===== src/rtl/sdram_interleave_sched.sv =====
module sdram_interleave_sched #(
  parameter int BANK_W = 2,
  parameter int ROW_W  = 13,
  parameter int COL_W  = 10,
  parameter int DQ_W   = 16,
  parameter int BURST  = 4,
  parameter int T_RCD  = 2,
  parameter int T_RP   = 2,
  parameter int AP_BIT = 10
) (
  input  logic                         clk,
  input  logic                         rst_n,
  input  logic                         req_valid,
  output logic                         req_ready,
  input  logic [BANK_W-1:0]            req_bank,
  input  logic [ROW_W-1:0]             req_row,
  input  logic [COL_W-1:0]             req_col,
  input  logic                         req_write,
  input  logic [DQ_W*BURST-1:0]        req_wdata,
  input  logic [DQ_W/8*BURST-1:0]      req_mask,
  output logic                         sd_cs_n,
  output logic                         sd_ras_n,
  output logic                         sd_cas_n,
  output logic                         sd_we_n,
  output logic [BANK_W-1:0]            sd_ba,
  output logic [ROW_W-1:0]             sd_addr,
  output logic [DQ_W-1:0]              sd_dq,
  output logic                         sd_dq_oe,
  output logic [DQ_W/8-1:0]            sd_dqm
);
  localparam int MW       = DQ_W / 8;
  localparam int DW       = DQ_W * BURST;
  localparam int GAP_ALT  = BURST;
  localparam int GAP_TURN = T_RCD + BURST;
  localparam int GAP_SAME = T_RCD + BURST + T_RP;
  localparam int AGE_W    = $clog2(GAP_SAME + 1);
  localparam int CNT_W    = $clog2(BURST + 1);
  localparam logic [3:0] C_DES = 4'b1111, C_NOP = 4'b0111, C_ACT = 4'b0011,
                         C_WR  = 4'b0100, C_RD  = 4'b0101;

  logic [AGE_W-1:0]  age, gap;
  logic              have_last, last_write, rw_due, accept, issue_rw;
  logic [BANK_W-1:0] last_bank, p_bank;
  logic [COL_W-1:0]  p_col;
  logic              p_write, sh_write;
  logic [DW-1:0]     p_data, sh_data;
  logic [MW*BURST-1:0] p_mask, sh_mask;
  logic [CNT_W-1:0]  sh_left;
  logic [3:0]        cmd;
  logic [ROW_W-1:0]  rw_addr;

  assign gap = (req_bank == last_bank)   ? AGE_W'(GAP_SAME) :
               (req_write != last_write) ? AGE_W'(GAP_TURN) : AGE_W'(GAP_ALT);
  assign req_ready = !have_last || (age >= gap - AGE_W'(1));
  assign accept    = req_valid && req_ready;
  assign issue_rw  = rw_due && (age == AGE_W'(T_RCD - 1));
  assign {sd_cs_n, sd_ras_n, sd_cas_n, sd_we_n} = cmd;

  always_comb begin
    rw_addr = '0;
    rw_addr[COL_W-1:0] = p_col;
    rw_addr[AP_BIT] = 1'b1;
  end

  always_ff @(posedge clk) begin
    if (!rst_n) begin
      age <= '1;
      have_last <= 1'b0;
      last_bank <= '0;
      last_write <= 1'b0;
      rw_due <= 1'b0;
      p_bank <= '0;
      p_col <= '0;
      p_write <= 1'b0;
      p_data <= '0;
      p_mask <= '0;
    end else begin
      if (accept) age <= '0;
      else if (age != '1) age <= age + AGE_W'(1);
      if (accept) begin
        have_last <= 1'b1;
        last_bank <= req_bank;
        last_write <= req_write;
        rw_due <= 1'b1;
        p_bank <= req_bank;
        p_col <= req_col;
        p_write <= req_write;
        p_data <= req_wdata;
        p_mask <= req_mask;
      end else if (issue_rw) begin
        rw_due <= 1'b0;
      end
    end
  end

  always_ff @(posedge clk) begin
    if (!rst_n) begin
      cmd <= C_DES;
      sd_ba <= '0;
      sd_addr <= '0;
    end else if (accept) begin
      cmd <= C_ACT;
      sd_ba <= req_bank;
      sd_addr <= req_row;
    end else if (issue_rw) begin
      cmd <= p_write ? C_WR : C_RD;
      sd_ba <= p_bank;
      sd_addr <= rw_addr;
    end else begin
      cmd <= C_NOP;
    end
  end

  always_ff @(posedge clk) begin
    if (!rst_n) begin
      sd_dq <= '0;
      sd_dqm <= '1;
      sd_dq_oe <= 1'b0;
      sh_data <= '0;
      sh_mask <= '0;
      sh_left <= '0;
      sh_write <= 1'b0;
    end else if (issue_rw) begin
      sd_dq <= p_write ? p_data[DQ_W-1:0] : '0;
      sd_dqm <= p_mask[MW-1:0];
      sd_dq_oe <= p_write;
      sh_data <= p_write ? (p_data >> DQ_W) : '0;
      sh_mask <= p_mask >> MW;
      sh_left <= CNT_W'(BURST - 1);
      sh_write <= p_write;
    end else if (sh_left != '0) begin
      sd_dq <= sh_data[DQ_W-1:0];
      sd_dqm <= sh_mask[MW-1:0];
      sd_dq_oe <= sh_write;
      sh_data <= sh_data >> DQ_W;
      sh_mask <= sh_mask >> MW;
      sh_left <= sh_left - CNT_W'(1);
    end else begin
      sd_dq <= '0;
      sd_dqm <= '1;
      sd_dq_oe <= 1'b0;
    end
  end
endmodule


===== config.mk =====
export PLATFORM = sky130hd
export DESIGN_NAME = sdram_interleave_sched
export DESIGN_NICKNAME = d
export VERILOG_FILES = /design/src/rtl/sdram_interleave_sched.sv
export SDC_FILE = /design/constraint.sdc
export NUM_CORES = 1
export LEC_CHECK = 0
export BUFFER_PORTS_ARGS = -buffer_cell sky130_fd_sc_hd__buf_2
export CORE_MARGIN = 2
export CORE_UTILIZATION = 50
export CTS_BUF_LIST = sky130_fd_sc_hd__clkbuf_4 sky130_fd_sc_hd__clkbuf_8
export DETAILED_ROUTE_END_ITERATION = 10
export HOLD_SLACK_MARGIN = 0.02
export PLACE_DENSITY = 0.73
export SYNTH_ARGS = -nofsm -noshare
export SYNTH_HDL_FRONTEND = slang
export SYNTH_SLANG_ARGS = --single-unit
export TNS_END_PERCENT = 100

===== constraint.sdc =====
create_clock -name clk -period 2.3 [get_ports clk]
set_input_delay 0.23 -clock clk [delete_from_list [all_inputs] [get_ports clk]]
set_output_delay 0.23 -clock clk [all_outputs]
set_load 0.05 [all_outputs]

==> metrics.txt <==
Rows 45; clock period minus worst slack 2.29 ns; diodes inserted 0; Worst-path clk slew 0.10 ns; register area share after synthesis 48.6%; Power Total 7.90 mW; routability cong. 0.788; Die Y 128 um; clock buffer count from CTS 17; CORE AREA 0.0151 sq mm; drt first-iter violations 585; met3 usage 4.76%; grt met1 use 31.6%; RSZ-0062 raised after global routing yes; post-detailed-placement half-perimeter wirelength 11600 um; skew final 0.0114 ns; IO Port Bufs 139; Avg Inst Size Synth 8.66 sq um; Post-synth top cells nand2_1 (249), dfxtp_1 (187), mux2i_1 (93), a21oi_1 (72), nand3_1 (72); initial antenna violation count 0; Final #Nets 1175; clock root buffer clkbuf_8; CTS H-tree depth 4; crit share post-route 99.6%; num ports 140; Die Wd 128 um; Post-Synthesis Cells 889; Area growth syn-to-layout 29.1%; ys async rst share 0%; Max IR drop VDD 0.525 mV; CP Max Fanout 3; Final Hold Viols 0; status finished, final reports clean; Critical Path AT 2.06 ns; synth warn 0; insertion delay to the later sink of the worst-skew pair 0.47 ns; Final setup violation count 0; Yosys reg bits 187; most frequent cell after synthesis nand2_1; worst hold path class input port to register; Setup crit end kind output pin; die area 0.0164 sq mm; Slew @ Worst Pin 0.715 ns; Routed Antenna Nets 0; largest net degree at the start of global routing 90; grt met2 use 40.2%; Max Slew Vio Count 0; critical path type register to output pin; Avg WL per Cell 15.6 um; cell count after placement 1148; first-pass GRT wire length 31600 um; EDFF count, synth 0; power per cell area 795 mW/mm^2; CTS tree done; Post-Syn Area 0.00770 sq mm; GRT busiest layer met2; drt pass-1 iters 5; Initial Util 50.8%; DRC errors left 0; P_leak 4.19 nW; required time of the worst setup path 2.07 ns; crit path launch type register; vias in the first global route 6337; Primary FF master, synth dfxtp_1; Synth top area share 48.6%; area leader, netlist dfxtp_1; total track usage 24.3%; GR Overflow Total 0; drt via density 5.40; via count 6836; post-synthesis net count 997; Synth area leaders dfxtp_1 (49%), nand2_1 (12%), mux2i_1 (12%); fin cells 1267; CTS Sinks 187; layout cells sized above 1 19.6%; Routed WL 19700 um; slew margin rel. 52.4%; clock buffer depth 2; Max Clock Freq 0.437 GHz; Synth cell types 34; Final TNS setup 0 ns; # Max-Cap Violations 0
==> stage by stage <==
step           hold WS, ns  instance area (sq um)  setup WS, ns  util [%]
3_5_place_dp         0.446                   8530         0.110      56.3
5_1_grt             0.0317                   9940        -0.127      65.6
3_3_place_gp         0.442                   8530         0.212      56.3
4_1_cts             0.0312                   9860      -0.00217      65.1
6_report            0.0574                   9940        0.0102      65.6
2_1_floorplan        0.368                   7700         0.255         -
==> cell usage in the layout (no fill, tap or decap), types with 8 or more instances in the layout <==
master         count
dlygate4sd3_1     84
mux2i_1           93
a221oi_2           8
nand3_1           72
buf_12            11
buf_2            137
clkbuf_8          20
o21ai_0           14
nor2b_1           11
nor2_1            12
buf_4              8
nand2_1          249
a21oi_1           72
a311oi_1          36
dfxtp_1          184
==> state kept, by name, summed over array words and instances (netlist names), 2 cells and up <==
name / flops
p_bank: 2
sh_mask: 6
sd_addr: 13
p_mask: 8
p_data: 64
sd_ba: 2
sh_data: 48
sd_dq: 16
sh_left: 3
cmd: 4
p_col: 10
sd_dqm: 2
age: 4
==> cells by family (layout without fill, tap and decap cells) <==
| kind of cell | count (synthesis) | after routing | synth area share (%) |
|---|---|---|---|
| AOI/OAI and AO/OA | 139 | 139 | 11.6 |
| xor gates and xnor gates | 5 | 5 | 0.569 |
| adders and majority gates | 7 | 7 | 1.14 |
| buffers and inverters | 93 | 283 | 5.85 |
| DFF | 187 | 187 | 48.6 |
| muxes | 94 | 94 | 12.2 |
| other | 1 | 1 | 0.0487 |
| and+or+nand+nor | 363 | 363 | 19.9 |
==> repair_timing <==
action                                  in CTS  in global routing
endpoints found under the hold margin       86                  0
buffers inserted                             2                  2
hold buffers                                84                  0
gates resized for setup                      4                 12
endpoints found under the setup margin       1                 34
pin swaps                                    2                  1
==> path summary, 6_finish.rpt <==
check                           from                      end  slack (ns)  depth (start not counted)
max           p_bank[0]$_SDFFE_PN0P_                req_ready        0.01                          8
min                    req_wdata[46]  p_data[46]$_SDFFE_PN0P_        0.06                          3
max reg2reg   p_bank[0]$_SDFFE_PN0P_  p_data[25]$_SDFFE_PN0P_        0.13                          9
min reg2reg  p_data[62]$_SDFFE_PN0P_  p_data[62]$_SDFFE_PN0P_        0.46                          2
==> area by class of cell <==
cell class	count	area, sq um
clock buffers	20	275
clock inverters	11	191
fillers	1238	5200
inverters	8	30.0
multi-input cells	609	3610
flip-flops and latches	187	3750
well taps	188	235
repair buffers	244	1860
==> report_power, final <==
part / total (mW) / internal (mW) / switching (mW)
sequential: 3.58 / 3.45 / 0.136
clock: 2.52 / 1.37 / 1.15
combinational: 1.80 / 0.656 / 1.14
==> layer usage <==
layer / wire, um / vias up
li1: - / 3390
met1: 8930 / 3199
met2: 9480 / 215
met3: 916 / 32
met4: 393 / 0
met5: 0 / -
==> critical path, stage by stage, from the launching register on <==
cell and delay [ns]:
dfxtp_2 0.34, xor2_1 0.15, nor2_1 0.15, nor2b_1 0.07, ha_1 0.28, a21oi_2 0.15, o2111ai_2 0.14, buf_6 0.16
buf_8 0.14
(Power assumes the default switching activity.)
